File: src/rtl/tclk_pat_pkg.sv
package tclk_pat_pkg;
  localparam int WORD_W    = 10;
  localparam int NUM_WORDS = 4;
  localparam int REG_W     = 32;
  localparam int SEL_W     = 2;

  typedef enum logic [SEL_W-1:0] {
    SEL_PAT_LO = 2'd0,
    SEL_PAT_HI = 2'd1,
    SEL_CTRL   = 2'd2,
    SEL_NONE   = 2'd3
  } reg_sel_e;

  localparam logic [REG_W-1:0]  CTRL_LOAD    = 32'd1;
  localparam logic [REG_W-1:0]  CTRL_COMMIT  = 32'd2;
  localparam logic [WORD_W-1:0] DEFAULT_WORD = 10'h01F;
endpackage

File: src/rtl/tclk_pat_regs.sv
module tclk_pat_regs
  import tclk_pat_pkg::*;
#(
  parameter int W_W   = WORD_W,
  parameter int N_W   = NUM_WORDS,
  parameter int R_W   = REG_W,
  parameter logic [W_W-1:0] DEF_W = DEFAULT_WORD
) (
  input  logic                 clk,
  input  logic                 rst_n,
  input  logic                 wr_en,
  input  logic [SEL_W-1:0]     wr_sel,
  input  logic [R_W-1:0]       wr_data,
  output logic                 commit_o,
  output logic [N_W*W_W-1:0]   loaded_o,
  output logic [N_W*W_W-1:0]   active_o
);
  localparam int HALF_W  = R_W / 2;
  localparam int PER_REG = 2;
  localparam int FLAT_W  = N_W * W_W;

  logic [FLAT_W-1:0] staged_q, staged_d;
  logic [FLAT_W-1:0] loaded_q, loaded_d;
  logic [FLAT_W-1:0] active_q, active_d;
  logic              ctrl_hit, load_hit, commit_hit;

  assign ctrl_hit   = wr_en && (wr_sel == SEL_CTRL);
  assign load_hit   = ctrl_hit && (wr_data == CTRL_LOAD);
  assign commit_hit = ctrl_hit && (wr_data == CTRL_COMMIT);

  for (genvar w = 0; w < N_W; w++) begin : g_word
    localparam logic [SEL_W-1:0] MY_SEL = SEL_W'(w / PER_REG);
    localparam int               LSB    = (w % PER_REG) * HALF_W;
    logic wr_hit;
    assign wr_hit = wr_en && (wr_sel == MY_SEL);
    always_comb begin
      staged_d[w*W_W +: W_W] = staged_q[w*W_W +: W_W];
      if (wr_hit) staged_d[w*W_W +: W_W] = wr_data[LSB +: W_W];
    end
  end

  always_comb begin
    loaded_d = loaded_q;
    active_d = active_q;
    if (load_hit)   loaded_d = staged_q;
    if (commit_hit) active_d = loaded_q;
  end

  always_ff @(posedge clk or negedge rst_n) begin
    if (!rst_n) begin
      staged_q <= {N_W{DEF_W}};
      loaded_q <= {N_W{DEF_W}};
      active_q <= {N_W{DEF_W}};
    end else begin
      staged_q <= staged_d;
      loaded_q <= loaded_d;
      active_q <= active_d;
    end
  end

  assign commit_o = commit_hit;
  assign loaded_o = loaded_q;
  assign active_o = active_q;
endmodule

File: src/rtl/tclk_pat_seq.sv
module tclk_pat_seq #(
  parameter int W_W = 10,
  parameter int N_W = 4
) (
  input  logic                 clk,
  input  logic                 rst_n,
  input  logic                 restart,
  input  logic [N_W*W_W-1:0]   active,
  output logic [$clog2(N_W)-1:0] idx_o,
  output logic [W_W-1:0]       char_o
);
  localparam int IDX_W = $clog2(N_W);
  localparam logic [IDX_W-1:0] LAST = IDX_W'(N_W - 1);

  logic [IDX_W-1:0] idx_q, idx_d;

  always_comb begin
    if (restart)            idx_d = '0;
    else if (idx_q == LAST) idx_d = '0;
    else                    idx_d = idx_q + 1'b1;
  end

  always_ff @(posedge clk or negedge rst_n) begin
    if (!rst_n) idx_q <= '0;
    else        idx_q <= idx_d;
  end

  assign idx_o  = idx_q;
  assign char_o = active[idx_q*W_W +: W_W];
endmodule

File: src/rtl/tclk_pattern_gen.sv
module tclk_pattern_gen
  import tclk_pat_pkg::*;
#(
  parameter int W_W = WORD_W,
  parameter int N_W = NUM_WORDS,
  parameter int R_W = REG_W
) (
  input  logic             clk,
  input  logic             rst_n,
  input  logic             wr_en,
  input  logic [SEL_W-1:0] wr_sel,
  input  logic [R_W-1:0]   wr_data,
  output logic [W_W-1:0]   char_o
);
  localparam int IDX_W  = $clog2(N_W);
  localparam int FLAT_W = N_W * W_W;

  logic [1:0]        rst_sync_q;
  logic              rst_int_n;
  logic              commit;
  logic [FLAT_W-1:0] loaded_flat;
  logic [FLAT_W-1:0] active_flat;
  logic [IDX_W-1:0]  cur_idx;

  always_ff @(posedge clk or negedge rst_n) begin
    if (!rst_n) rst_sync_q <= 2'b00;
    else        rst_sync_q <= {rst_sync_q[0], 1'b1};
  end
  assign rst_int_n = rst_sync_q[1];

  tclk_pat_regs #(.W_W(W_W), .N_W(N_W), .R_W(R_W)) u_regs (
    .clk      (clk),
    .rst_n    (rst_int_n),
    .wr_en    (wr_en),
    .wr_sel   (wr_sel),
    .wr_data  (wr_data),
    .commit_o (commit),
    .loaded_o (loaded_flat),
    .active_o (active_flat)
  );

  tclk_pat_seq #(.W_W(W_W), .N_W(N_W)) u_seq (
    .clk     (clk),
    .rst_n   (rst_int_n),
    .restart (commit),
    .active  (active_flat),
    .idx_o   (cur_idx),
    .char_o  (char_o)
  );
endmodule

File: config.mk
export PLATFORM = sky130hd
export DESIGN_NAME = tclk_pattern_gen
export DESIGN_NICKNAME = d
export VERILOG_FILES = /design/src/rtl/tclk_pat_pkg.sv /design/src/rtl/tclk_pat_regs.sv /design/src/rtl/tclk_pat_seq.sv /design/src/rtl/tclk_pattern_gen.sv
export SDC_FILE = /design/constraint.sdc
export NUM_CORES = 1
export LEC_CHECK = 0
export BUFFER_PORTS_ARGS = -buffer_cell sky130_fd_sc_hd__buf_2
export CAP_MARGIN = 20
export CORE_MARGIN = 1
export CORE_UTILIZATION = 50
export CTS_CLUSTER_SIZE = 12
export DETAILED_ROUTE_END_ITERATION = 8
export GPL_ROUTABILITY_DRIVEN = 0
export HOLD_SLACK_MARGIN = 0.1
export PLACE_DENSITY = 0.69
export SLEW_MARGIN = 10
export SYNTH_ARGS = -nofsm -noshare
export SYNTH_HDL_FRONTEND = slang
export SYNTH_SLANG_ARGS = --single-unit
File: constraint.sdc
create_clock -name clk -period 9.3 [get_ports clk]
set_input_delay 0.465 -clock clk [delete_from_list [all_inputs] [get_ports clk]]
set_output_delay 0.465 -clock clk [all_outputs]
set_load 0.005 [all_outputs]
==> impl_summary.md, run 1 <==
Outcome
The run finished with clean final reports.

Synthesis
The synthesized-area fraction occupied by xor and xnor cells is 0%. The share of synthesized cell area in full adder, half adder and majority cells is 0.250%. Of the post-synthesis cell area, the part taken by muxes is 31.5%. The mean area per synthesized cell is 17.3 µm². The share of the synthesized area in compound gates (AO/OA/AOI/OAI) is 0%. The count of mapped cells out of synthesis is 289. The area fraction in and, or, nand and nor cells after synthesis is 2.87%. For this run, the register share of the synthesized area comes to 63.4%. The number of library cell types mapped by synthesis is 22. By area, the combinational part of the netlist is dominated by multiplexers.

The Yosys step of the flow raised 0 warnings. Counting every net in the synthesized netlist gives 327. The synthesized area is 0.00501 mm². Counting flops and latches in the post-synthesis netlist gives 124.

Setup path
In this run the worst path has a maximum fanout of 26. The startpoint identified for the worst register-to-register timing path is rst_sync_q[1]. The origin of the worst setup path is wr_sel[0]. The data arrival at the endpoint of the critical path is 3290 ps. The setup path with the least slack is of type input port to flip-flop.

Broken down by cell family, the worst path's largest delay share belongs to simple AND/OR/NAND/NOR gates. The critical-path cell with the highest stage delay is sky130_fd_sc_hd__nor4_4. Traced cell by cell, the critical path runs through buf_2, nor4bb_1, nand4_1, nor4_4, buf_4, mux2_2. The kind of start point of the critical path is an input port.

The worst endpoint required time is 9690 ps. The capturing element type of the critical path is a flip-flop. The critical path contains buffers and inverters numbering 2 combined.

The highest cell delay on the worst timing path is 890 ps.

Clock network
The number of clock buffers inserted by TritonCTS is 17. For this design, the sink count on the clock tree is 124. The CTS clock-pin slew for the worst setup and hold paths is 60 ps.

The post-cts gate resize count is 0. TritonCTS built the clock tree. The CTS root buffer is sky130_fd_sc_hd__clkbuf_8. In this run the post-CTS setup repair buffer count came out at 0. The number of H-tree branching levels is 4. At the later pin of the worst-skew pair, clock insertion delay measures 510 ps. The clock passes through at most 2 buffers.

STA
The worst hold slack after final layout is 218 ps. Setup repair after global routing left no endpoint under its margin. Counting I/O delays and the setup requirement, the final critical path takes 2890 ps. Setup violations remaining at the end of the flow were counted as 0. Derived from the worst setup path, the maximum achievable clock frequency is 0.346 GHz. The final count of pins violating max slew is 0. The fraction of the cycle the final worst path needs is 31.1%. The worst max-slew margin expressed relative to the limit is 39.0%. The total negative slack is 0 ps. Across the routed clock network, the largest skew measured is 7.18 ps.

For the pin with the worst max-slew slack, the measured transition is 909 ps. The total count of hold-check failures in the final report is 0.

Place
The sum of net half-perimeters after detailed placement is 5800 µm. After detailed placement, the total cell area comes to 0.00537 mm². The count of buffers inserted at the top-level ports is 46.

Layout
Registers take 0.00318 mm². The area growth from synthesis to final layout is 20.5%. 0 antenna diodes ended up in the layout.

The final design utilization is 62.1%. Summing all multi-input logic gate instances after layout gives 0.00175 mm². For this run, the post-layout net count is 385. The filler cells instantiated in the layout total 739. The fraction of final layout cells sized beyond drive strength 1 is 74.7%. After routing the design area is 0.00604 mm².

Routing
The routed via count divided by cell count is 5.31. The final routed DRC violation total is 0. The total wirelength of the detailed-routed design is 8830 µm. The count of nets left with antenna violations once routing finished came out at 0. After detailed routing, the average wire length per cell comes to 17.9 µm. The DRC marker count from the first detailed-route iteration is 99.

The detailed-routing iteration count for the pre-antenna-repair pass is 4. Detailed routing inserted a total of 2,616 vias.

Die
After floorplanning, the core was sized to cover 0.00973 mm². From left edge to right edge, the die measures 102 µm. The die covers 0.0104 mm². The site row count is 36. Once the floorplan was initialized, standard cells occupied 51.5% of the core. The height of the die is 102 µm. The count of pins on the block boundary is 47.

Global routing
The wire length of the first global-routing pass is 14,700 µm. The initial antenna violation count is 0. Global routing used 19.6% of the available tracks. The total overflow left after global routing is 0. The via count of the first global-routing pass is 2,932.

Entering global routing, the biggest net connects 94 pins.

Min path
The worst hold path belongs to the class input port to flip-flop. The worst min-delay path startpoint is wr_data[17].

Pwr
The leakage dissipation is 2.72 nW. The power density over the cells is 225 mW/mm². Across the VDD grid, the largest voltage drop is 211 µV.

Flow run
The max capacitance violation total is 0.
[flip-flops by register name, summed over array words and instances (netlist names)]
name             cells
u_seq.idx_o          2
rst_sync_q           2
u_regs.active_o     40
u_regs.staged_q     40
u_regs.loaded_o     40
[timing repair]
item                       in CTS  in global routing
hold endpoints to repair        2                  0
setup endpoints to repair       0                  0
hold buffers                    1                  0
[cells in the final DEF (no fill, tap or decap), types with 2 or more instances in the layout]
master | netlist | layout
sky130_fd_sc_hd__dfrtp_1 | 64 | 63
sky130_fd_sc_hd__nor3_1 | 2 | 2
sky130_fd_sc_hd__nand4_1 | 2 | 2
sky130_fd_sc_hd__clkinv_4 | 0 | 2
sky130_fd_sc_hd__clkbuf_16 | 0 | 16
sky130_fd_sc_hd__buf_4 | 4 | 4
sky130_fd_sc_hd__bufinv_16 | 0 | 5
sky130_fd_sc_hd__buf_2 | 0 | 46
sky130_fd_sc_hd__mux2_2 | 113 | 113
sky130_fd_sc_hd__nor4_1 | 6 | 6
sky130_fd_sc_hd__clkbuf_8 | 0 | 2
sky130_fd_sc_hd__mux2_1 | 7 | 7
sky130_fd_sc_hd__clkinv_2 | 0 | 3
sky130_fd_sc_hd__clkbuf_1 | 5 | 2
sky130_fd_sc_hd__mux4_2 | 10 | 10
sky130_fd_sc_hd__nor4_4 | 1 | 2
sky130_fd_sc_hd__dfstp_2 | 60 | 60
sky130_fd_sc_hd__nand2b_1 | 2 | 2
[area by class of cell]
type                       count  area share, %
tap                          133           2.75
multi-input combinational    151           29.0
clock buffer                  20           7.21
timing repair buffer          53           5.18
sequential                   124           52.7
clock inverter                12           3.21
[synth_stat cells]
master | number | share of area, %
sky130_fd_sc_hd__nor2b_1 | 1 | 0.12
sky130_fd_sc_hd__clkbuf_1 | 5 | 0.37
sky130_fd_sc_hd__nand2b_1 | 2 | 0.25
sky130_fd_sc_hd__dfstp_2 | 60 | 31
sky130_fd_sc_hd__conb_1 | 1 | 0.075
sky130_fd_sc_hd__mux2_2 | 113 | 25
sky130_fd_sc_hd__nor4_4 | 1 | 0.42
sky130_fd_sc_hd__nor4bb_1 | 1 | 0.20
sky130_fd_sc_hd__dfrtp_1 | 64 | 32
sky130_fd_sc_hd__buf_6 | 4 | 0.90
sky130_fd_sc_hd__nand4_1 | 2 | 0.25
sky130_fd_sc_hd__mux4_2 | 10 | 4.5
sky130_fd_sc_hd__nand3b_1 | 1 | 0.15
sky130_fd_sc_hd__nor4_2 | 1 | 0.25
sky130_fd_sc_hd__nor3_1 | 2 | 0.20
sky130_fd_sc_hd__or2_2 | 1 | 0.12
sky130_fd_sc_hd__buf_4 | 4 | 0.60
sky130_fd_sc_hd__nor3b_1 | 1 | 0.15
sky130_fd_sc_hd__ha_1 | 1 | 0.25
sky130_fd_sc_hd__mux2_1 | 7 | 1.6
sky130_fd_sc_hd__buf_1 | 1 | 0.075
sky130_fd_sc_hd__nor4_1 | 6 | 0.75
[worst reg2reg max path, stage by stage, from the launching register on]
cell,delay (ps)
sky130_fd_sc_hd__dfrtp_4,660
sky130_fd_sc_hd__buf_4,440
sky130_fd_sc_hd__buf_16,330
[path summary, 6_finish.rpt]
check | end | slack, ps | cells after the start
max in group asynchronous | u_regs.active_o[4] | 7930 | 2
min in group asynchronous | u_regs.staged_q[26] | 250 | 0
worst min register to register | u_regs.staged_q[26] | 250 | 0
worst max register to register | u_regs.active_o[4] | 7930 | 2
worst max-delay path | u_regs.loaded_o[37] | 6410 | 6
worst min-delay path | u_regs.staged_q[31] | 220 | 2
[per-stage QoR]
stage | worst slack (ps) | cells | power [mW]
5_1_grt | 6230 | 493 | 1.41
4_1_cts | 6350 | 492 | 1.37
3_5_place_dp | 5820 | 459 | 0.674
6_report | 6410 | 493 | 1.36
2_1_floorplan | 5690 | 289 | 0.647
3_3_place_gp | 5860 | 458 | 0.671
[cell families (layout without fill, tap and decap cells)]
family,count (synthesis),in the layout
mux,130,130
flops,124,124
simple gates,19,19
buf+inv,14,85
fa+ha+maj,1,1
other cells,1,1
[power by group]
group,switching (mW),internal (mW)
Combinational,0.0251,0.0349
Sequential,0.0194,0.587
Clock,0.227,0.467
Total,0.271,1.09
[metal layers]
| layer | track usage (%) | part of all wire, % |
|---|---|---|
| met1 | 24.0 | 44 |
| met2 | 33.1 | 52 |
| met3 | 5.47 | 2.6 |
| met4 | 7.58 | 1.1 |
| met5 | 0 | 0 |
No activity file was read; power rests on OpenSTA's default activity.
==> run 2, diff against run 1 <==
--- a/config.mk
+++ b/config.mk
@@ -13,7 +13,7 @@
 export DETAILED_ROUTE_END_ITERATION = 8
 export GPL_ROUTABILITY_DRIVEN = 0
 export HOLD_SLACK_MARGIN = 0.1
-export PLACE_DENSITY = 0.69
+export PLACE_DENSITY = 0.72
 export SLEW_MARGIN = 10
 export SYNTH_ARGS = -nofsm -noshare
 export SYNTH_HDL_FRONTEND = slang
==> constraint.sdc (replaced) <==
create_clock -name clk -period 2.5 [get_ports clk]
set_input_delay 0.125 -clock clk [delete_from_list [all_inputs] [get_ports clk]]
set_output_delay 0.125 -clock clk [all_outputs]
set_load 0.005 [all_outputs]
==> run 2 against run 1 <==
Compared with the run above:
- clock power rose to 3.6 times the previous value
- hold slack improved by 56 ps
- utilization up 2.3 points
- critical path type unchanged
- sequential share of layout area fell by 1.9 points
- clock skew down 2.6 ps
- via count increased by 2.5%
- sequential power increased to 3.7 times the previous value
- critical path depth grew 1
- power increased to 3.7 times the previous value
- first-iteration DRC count fell by 35%
- die area stayed put
- global-route usage fell by 0.16 points
==> impl_summary.md, run 2 (synthesis results as in run 1) <==
Routing
The number of vias in the routed layout is 2,682 (+2.5%). The DRC marker count from the first detailed-route iteration is 64 (-35%). The total wirelength of the detailed-routed design is 8810 µm (-0.31%). The detailed-routing iteration count for the pre-antenna-repair pass came to 4 (unchanged). The routed via count divided by cell count was 5.21 (-1.9%). The per-cell routed wire length is 17.1 µm (-4.6%). The number of nets with antenna violations after detailed routing is 0 (unchanged). The final routed DRC violation total is 0 (unchanged).

Clock network
The clock net sink count is 124 (unchanged). The CTS clock-pin slew for the worst setup and hold paths was 60 ps (about the same). The clock tree from TritonCTS is built. The number of clock buffers inserted by TritonCTS is 17 (unchanged).

The clock latency on the worst-skew pair is 500 ps (about the same). The buffers inserted during post-CTS setup optimization is 0 (unchanged). The number of H-tree branching levels is 4 (unchanged). The maximum number of buffers from clock root to sink came to 2 (unchanged). The CTS root buffer is sky130_fd_sc_hd__clkbuf_8.

Layout
Leaving out fill and tap cells, the most frequent cells in the layout are 113 x sky130_fd_sc_hd__mux2_2, 63 x sky130_fd_sc_hd__dfrtp_1, 60 x sky130_fd_sc_hd__dfstp_2. The area growth from synthesis to final layout is 25.1%. The post-route cell area was 0.00627 mm² (+3.8%). The fraction of final layout cells sized beyond drive strength 1 is 71.5% (-3.3 points). The fill cell instance count of the final layout is 736 (-0.41%). The most common cell after layout, fill and taps aside is sky130_fd_sc_hd__mux2_2. The net total in the final layout is 407 (+5.7%).

The antenna diode count was 0 (unchanged).

STA
The final count of pins violating max slew came to 0 (unchanged). The maximum clock skew at final layout is 4.59 ps (-2.59 ps). The peak clock frequency supported by timing is 0.421 GHz.

The worst max-slew margin expressed relative to the limit is 56.1% (+17 points). The total negative slack is 0 ps (unchanged). The transition time at the pin with the least slew margin is 659 ps (-250 ps).

The final worst-path setup slack is 124 ps (-6280 ps). The fraction of the cycle the final worst path needs is 95.1%. The total of endpoints with negative setup slack in the final report came to 0 (unchanged). The total count of hold-check failures in the final report is 0 (unchanged). The minimum period implied by the final worst setup slack is 2380 ps. Setup repair after global routing left no endpoint under its margin.

Global routing
The via count of the first global-routing pass was 2,934 (+0.068%). The global-route usage over all layers came to 19.5% (-0.16 points). The wire length of the first global-routing pass is 14,700 µm (about the same). The leftover overflow at the end of global routing is 0 (unchanged). The initial antenna violation count is 0 (unchanged). The pin count of the biggest net entering global routing is 63 (-33%).

Setup path
The data arrival at the endpoint of the critical path is 2760 ps (-530 ps). The internal reg-to-reg setup slack was 1160 ps (-6770 ps). The worst setup path category is input port to flip-flop. The worst endpoint required time was 2880 ps (-6810 ps).

The capturing element type of the critical path is a flip-flop. The worst setup path is launched from an input port. The highest fanout seen on the critical path is 14 (-46%).

Place
The count of buffers inserted at the top-level ports is 46 (unchanged). The pre-CTS worst setup slack is 152 ps (-5660 ps). The sum of net half-perimeters after detailed placement is 5590 µm (-3.5%).

The area of placed instances was 0.00542 mm² (+0.84%).

Die
The height of the die was 102 µm (unchanged). The area of the die came to 0.0104 mm² (unchanged). The count of pins on the block boundary is 47 (unchanged). The site row count is 36 (unchanged). The width of the die is 102 µm (unchanged). The area of the core was 0.00973 mm² (unchanged). The effective utilization at floorplan is 51.5% (unchanged).

Pwr
The power density over the cells is 802 mW/mm² (+260%). The leakage dissipation is 2.81 nW (+3.3%). The largest vdd supply drop is 606 µV (+190%).

Flow run
The max capacitance violation total is 0 (unchanged).

Min path
The path type of the worst min-delay path is input port to flip-flop.

Outcome
The run finished with clean final reports.
run 2: cell count changes in the layout (fill, tap and decap cells not counted), sizes merged:
| cell | delta |
|---|---|
| clkbuf | +1 |
| buf | +1 |
| clkinvlp | +1 |
| bufinv | -1 |
| inv | +1 |
| dlygate4sd3 | +21 |
| clkinv | -2 |
run 2: routing by layer:
| layer | vias to the layer above | share of wire [%] | track usage (%) |
|---|---|---|---|
| met1 | 1408 | 43 | 24.6 |
| met5 | - | 0 | 0 |
| met4 | 0 | 0.89 | 5.93 |
| li1 | 1218 | - | - |
| met3 | 10 | 3.1 | 5.88 |
| met2 | 46 | 53 | 32.4 |
run 2: worst paths after layout:
check                                    start                  end  cells after the start
worst min register to register   rst_sync_q[1]  u_regs.staged_q[28]                      0
worst max register to register  u_seq.idx_o[0]       u_seq.idx_o[1]                      2
worst max-delay path                wr_data[5]   u_regs.active_o[7]                      7
worst min-delay path                 wr_sel[1]  u_regs.staged_q[18]                      4
max in group asynchronous        rst_sync_q[1]  u_regs.active_o[32]                      1
min in group asynchronous        rst_sync_q[1]  u_regs.staged_q[28]                      0
run 2: power by group:
group	internal (mW)	switching [mW]	total (mW)	leakage [nW]
clock network	1.69	0.833	2.53	0.304
registers	2.18	0.0746	2.26	1.46
logic	0.149	0.0929	0.242	1.04
total	4.02	1.00	5.02	2.81
run 2: final cells by class:
class	count	area, µm²	area share, %
multi-input cells	151	1760	28.0
clock inverters	11	164	2.61
well taps	133	166	2.65
repair buffers	75	541	8.62
clock buffers	21	459	7.33
flip-flops and latches	124	3180	50.8
run 2: through the flow:
stage / hold WS, ps / utilization, % / power [mW] / cells
after floorplan: -171 / - / 2.41 / 289
after global placement: -91.0 / 55.7 / 2.49 / 461
after detailed placement: -88.2 / 55.7 / 2.51 / 461
after CTS: 258 / 64.4 / 5.08 / 515
after global routing: 267 / 64.4 / 5.22 / 515
final: 274 / 64.4 / 5.02 / 515
run 2: timing repair:
action / 4_1_cts / 5_1_grt
setup endpoints to repair: 0 / 15
hold endpoints to repair: 42 / 0
resized for setup: 0 / 1
hold buffers: 22 / 0
run 2: critical path, stage by stage:
cell	delay [ps]
sky130_fd_sc_hd__dlygate4sd3_1	530
sky130_fd_sc_hd__buf_2	130
sky130_fd_sc_hd__nor4_1	470
sky130_fd_sc_hd__nand4_1	390
sky130_fd_sc_hd__nor4_4	450
sky130_fd_sc_hd__buf_4	290
sky130_fd_sc_hd__mux2_2	370
==> run 3, diff against run 2 <==
--- a/config.mk
+++ b/config.mk
@@ -13,7 +13,7 @@
 export DETAILED_ROUTE_END_ITERATION = 8
 export GPL_ROUTABILITY_DRIVEN = 0
 export HOLD_SLACK_MARGIN = 0.1
-export PLACE_DENSITY = 0.72
+export PLACE_DENSITY = 0.69
 export SLEW_MARGIN = 10
 export SYNTH_ARGS = -nofsm -noshare
 export SYNTH_HDL_FRONTEND = slang
==> constraint.sdc (replaced) <==
create_clock -name clk -period 2.9 [get_ports clk]
set_input_delay 0.145 -clock clk [delete_from_list [all_inputs] [get_ports clk]]
set_output_delay 0.145 -clock clk [all_outputs]
set_load 0.005 [all_outputs]
==> run 3 against run 2 <==
Compared with the run above:
- non-clock buffer count increased by 1
- die area unchanged
- count of clock-buffer cells in the layout decreased by 3
- combinational power decreased by 16%
- setup slack improved by 330 ps
- power decreased by 13%
- wire length increased by 0.33%
- global-route usage about the same
- cell area decreased by 0.14%
- highest routed layer unchanged
==> impl_summary.md, run 3 (synthesis results as in run 1) <==
Layout
In the layout the commonest cells are 113 x sky130_fd_sc_hd__mux2_2, 63 x sky130_fd_sc_hd__dfrtp_1, 60 x sky130_fd_sc_hd__dfstp_2. The final cell count without fillers is 516 (+0.19%). Compared with the post-synthesis result, the final layout area differs by 24.9%. The post-route cell area is 0.00626 mm² (-0.14%).

The fraction of final layout cells sized beyond drive strength 1 came to 71.3% (-0.19 points). The antenna diode count is 0 (unchanged). The net total in the final layout was 408 (+0.25%).

The library cell used most frequently in the layout, excluding fill and tap cells, is sky130_fd_sc_hd__mux2_2.

STA
The final count of pins violating max slew is 0 (unchanged). Setup repair after global routing left no endpoint under its margin. The total negative slack is 0 ps (unchanged). The worst hold slack after final layout is 305 ps (+31.0 ps). The routed design could run at a clock period as short as 2450 ps. The total count of hold-check failures in the final report is 0 (unchanged). The fraction of the cycle the final worst path needs is 84.4%. The final worst-path setup slack was 452 ps (+329 ps).

The worst max-slew margin expressed relative to the limit came to 39.6% (-17 points). The maximum clock skew at final layout is 8.13 ps (+3.54 ps). The total of endpoints with negative setup slack in the final report is 0 (unchanged). Derived from the worst setup path, the maximum achievable clock frequency is 0.409 GHz. The transition time at the pin with the least slew margin was 907 ps (+248 ps).

Global routing
The leftover overflow at the end of global routing is 0 (unchanged). The wire length of the first global-routing pass is 14,700 µm (-0.14%). The via count of the first global-routing pass is 2,931 (-0.10%). The initial antenna violation count is 0 (unchanged).

The global-route usage over all layers came to 19.5% (about the same). The pin count of the biggest net entering global routing is 73 (+16%).

Clock network
The number of clock buffers inserted by TritonCTS is 17 (unchanged). The maximum number of buffers from clock root to sink is 2 (unchanged). The post-cts gate resize count was 0 (unchanged).

The clock tree from TritonCTS is built. The clock latency on the worst-skew pair is 500 ps (about the same). The buffers inserted during post-CTS setup optimization is 0 (unchanged).

The clock net sink count is 124 (unchanged). The number of H-tree branching levels is 4 (unchanged). The tree is rooted in a sky130_fd_sc_hd__clkbuf_8. The CTS clock-pin slew for the worst setup and hold paths is 60 ps (about the same).

Setup path
The worst endpoint required time is 3280 ps (+400 ps). Walking the worst path, the cells encountered are dlygate4sd3_1, buf_2, nor4bb_1, nand4_1, nor4_4, buf_4, mux2_2. The critical-path cell with the highest stage delay is sky130_fd_sc_hd__dlygate4sd3_1. The cell family contributing the most delay on the critical path is simple AND/OR/NAND/NOR gates.

The count of buffering cells on the critical path with inverters included is 3 (unchanged). The worst setup path is of the input port to flip-flop kind. The highest fanout seen on the critical path was 20 (+6).

The kind of start point of the critical path is an input port. The highest cell delay on the worst timing path is 530 ps (about the same). The data arrival at the endpoint of the critical path was 2830 ps (+70 ps). The worst setup path is captured at a flip-flop.

Pwr
The switching power as a share of total power is 20.4% (+0.47 points). The combinational group share of total power was 4.6% (-0.2 points). The register share of total power is 44.5% (-0.4 points). The internal power summed over all cells came to 3.49 mW (-13%).

The fraction of power consumed by the clock network came to 50.9% (+0.6 points). The power spent charging and discharging nets was 0.894 mW (-11%). The largest vdd supply drop came to 488 µV (-19%). The power density over the cells is 701 mW/mm² (-13%). The leakage dissipation came to 2.81 nW (about the same).

Die
The area of the die is 0.0104 mm² (unchanged). The width of the die is 102 µm (unchanged). The site row count is 36 (unchanged). The effective utilization at floorplan is 51.5% (unchanged). The area of the core is 0.00973 mm² (unchanged). The height of the die came to 102 µm (unchanged).

The count of pins on the block boundary is 47 (unchanged).

Min path
The tightest min-delay check is of the input port to flip-flop type.

Place
The pre-CTS worst setup slack is 390 ps (+238 ps). The sum of net half-perimeters after detailed placement was 5960 µm (+6.5%). The area of placed instances is 0.00540 mm² (-0.32%). The count of buffers inserted at the top-level ports came to 46 (unchanged).

The cell total after placement is 462 (+0.22%).

Routing
The detailed-routing iteration count for the pre-antenna-repair pass came to 6 (+2). The per-cell routed wire length is 17.1 µm (+0.13%). The DRC marker count from the first detailed-route iteration is 64 (unchanged). The number of vias in the routed layout is 2,685 (+0.11%). The routed via count divided by cell count is 5.20 (about the same). The final routed DRC violation total came to 0 (unchanged). The number of nets with antenna violations after detailed routing is 0 (unchanged). The total wirelength of the detailed-routed design came to 8840 µm (+0.33%).

Outcome
The run finished with clean final reports.

Flow run
The max capacitance violation total is 0 (unchanged).
-- run 3: cell count changes in the layout (fill, tap and decap cells not counted) --
cell | previous run | this run
sky130_fd_sc_hd__clkinv_4 | 0 | 6
sky130_fd_sc_hd__buf_4 | 4 | 7
sky130_fd_sc_hd__clkbuf_8 | 4 | 1
sky130_fd_sc_hd__buf_12 | 3 | 1
sky130_fd_sc_hd__clkinv_2 | 4 | 2
sky130_fd_sc_hd__bufinv_16 | 4 | 5
sky130_fd_sc_hd__clkinvlp_4 | 2 | 1
sky130_fd_sc_hd__inv_6 | 1 | 0
sky130_fd_sc_hd__nor4_1 | 5 | 6
sky130_fd_sc_hd__nor4_2 | 1 | 0
-- run 3: area by class of cell --
class                      instances  area, µm²
fill                             747       3470
timing repair buffer              76        523
tap                              133        166
multi-input combinational        151       1750
clock inverter                    14        220
clock buffer                      18        418
sequential                       124       3180
-- run 3: worst paths after layout --
path	to	slack (ps)	depth (start not counted)	from
setup / recovery	u_regs.loaded_o[7]	450	7	wr_data[9]
hold / removal	u_regs.staged_q[19]	310	4	wr_sel[1]
setup reg to reg	u_regs.active_o[0]	1560	1	rst_sync_q[1]
hold reg to reg	rst_sync_q[1]	360	0	rst_sync_q[0]
max in group asynchronous	u_regs.active_o[0]	1560	1	rst_sync_q[1]
min in group asynchronous	u_regs.staged_q[8]	450	0	rst_sync_q[1]
-- run 3: repair_timing --
| action | 4_1_cts | 5_1_grt |
|---|---|---|
| setup endpoints to repair | 0 | 0 |
| hold endpoints to repair | 42 | 0 |
| hold buffers | 22 | 0 |
-- run 3: per-stage QoR --
stage	power (mW)	utilization, %
3_3_place_gp	2.15	55.5
4_1_cts	4.43	64.3
3_5_place_dp	2.17	55.5
6_report	4.39	64.3
5_1_grt	4.55	64.3
2_1_floorplan	2.07	-
-- run 3: power groups by stage --
stage | sequential [mW] | combinational [mW] | clock, mW
after global placement | 1.98 | 0.173 | 0
final | 1.95 | 0.203 | 2.23
after global routing | 1.97 | 0.224 | 2.36
after CTS | 1.95 | 0.207 | 2.27
after detailed placement | 1.98 | 0.184 | 0
after floorplan | 1.96 | 0.115 | 0
-- run 3: metal layers --
metal	GRT usage, %	part of all wire (%)	up-vias
met3	6.09	2.7	4
met5	0	0	-
met1	23.2	44	1417
li1	-	-	1226
met2	33.8	53	38
met4	5.93	0.50	0
-- run 3: tightest hold or removal path: cells and delay by family --
| kind | cells | cell delay, ps |
|---|---|---|
| buffers and inverters | 2 | 330 |
| muxes | 1 | 250 |
| and+or+nand+nor | 1 | 40 |
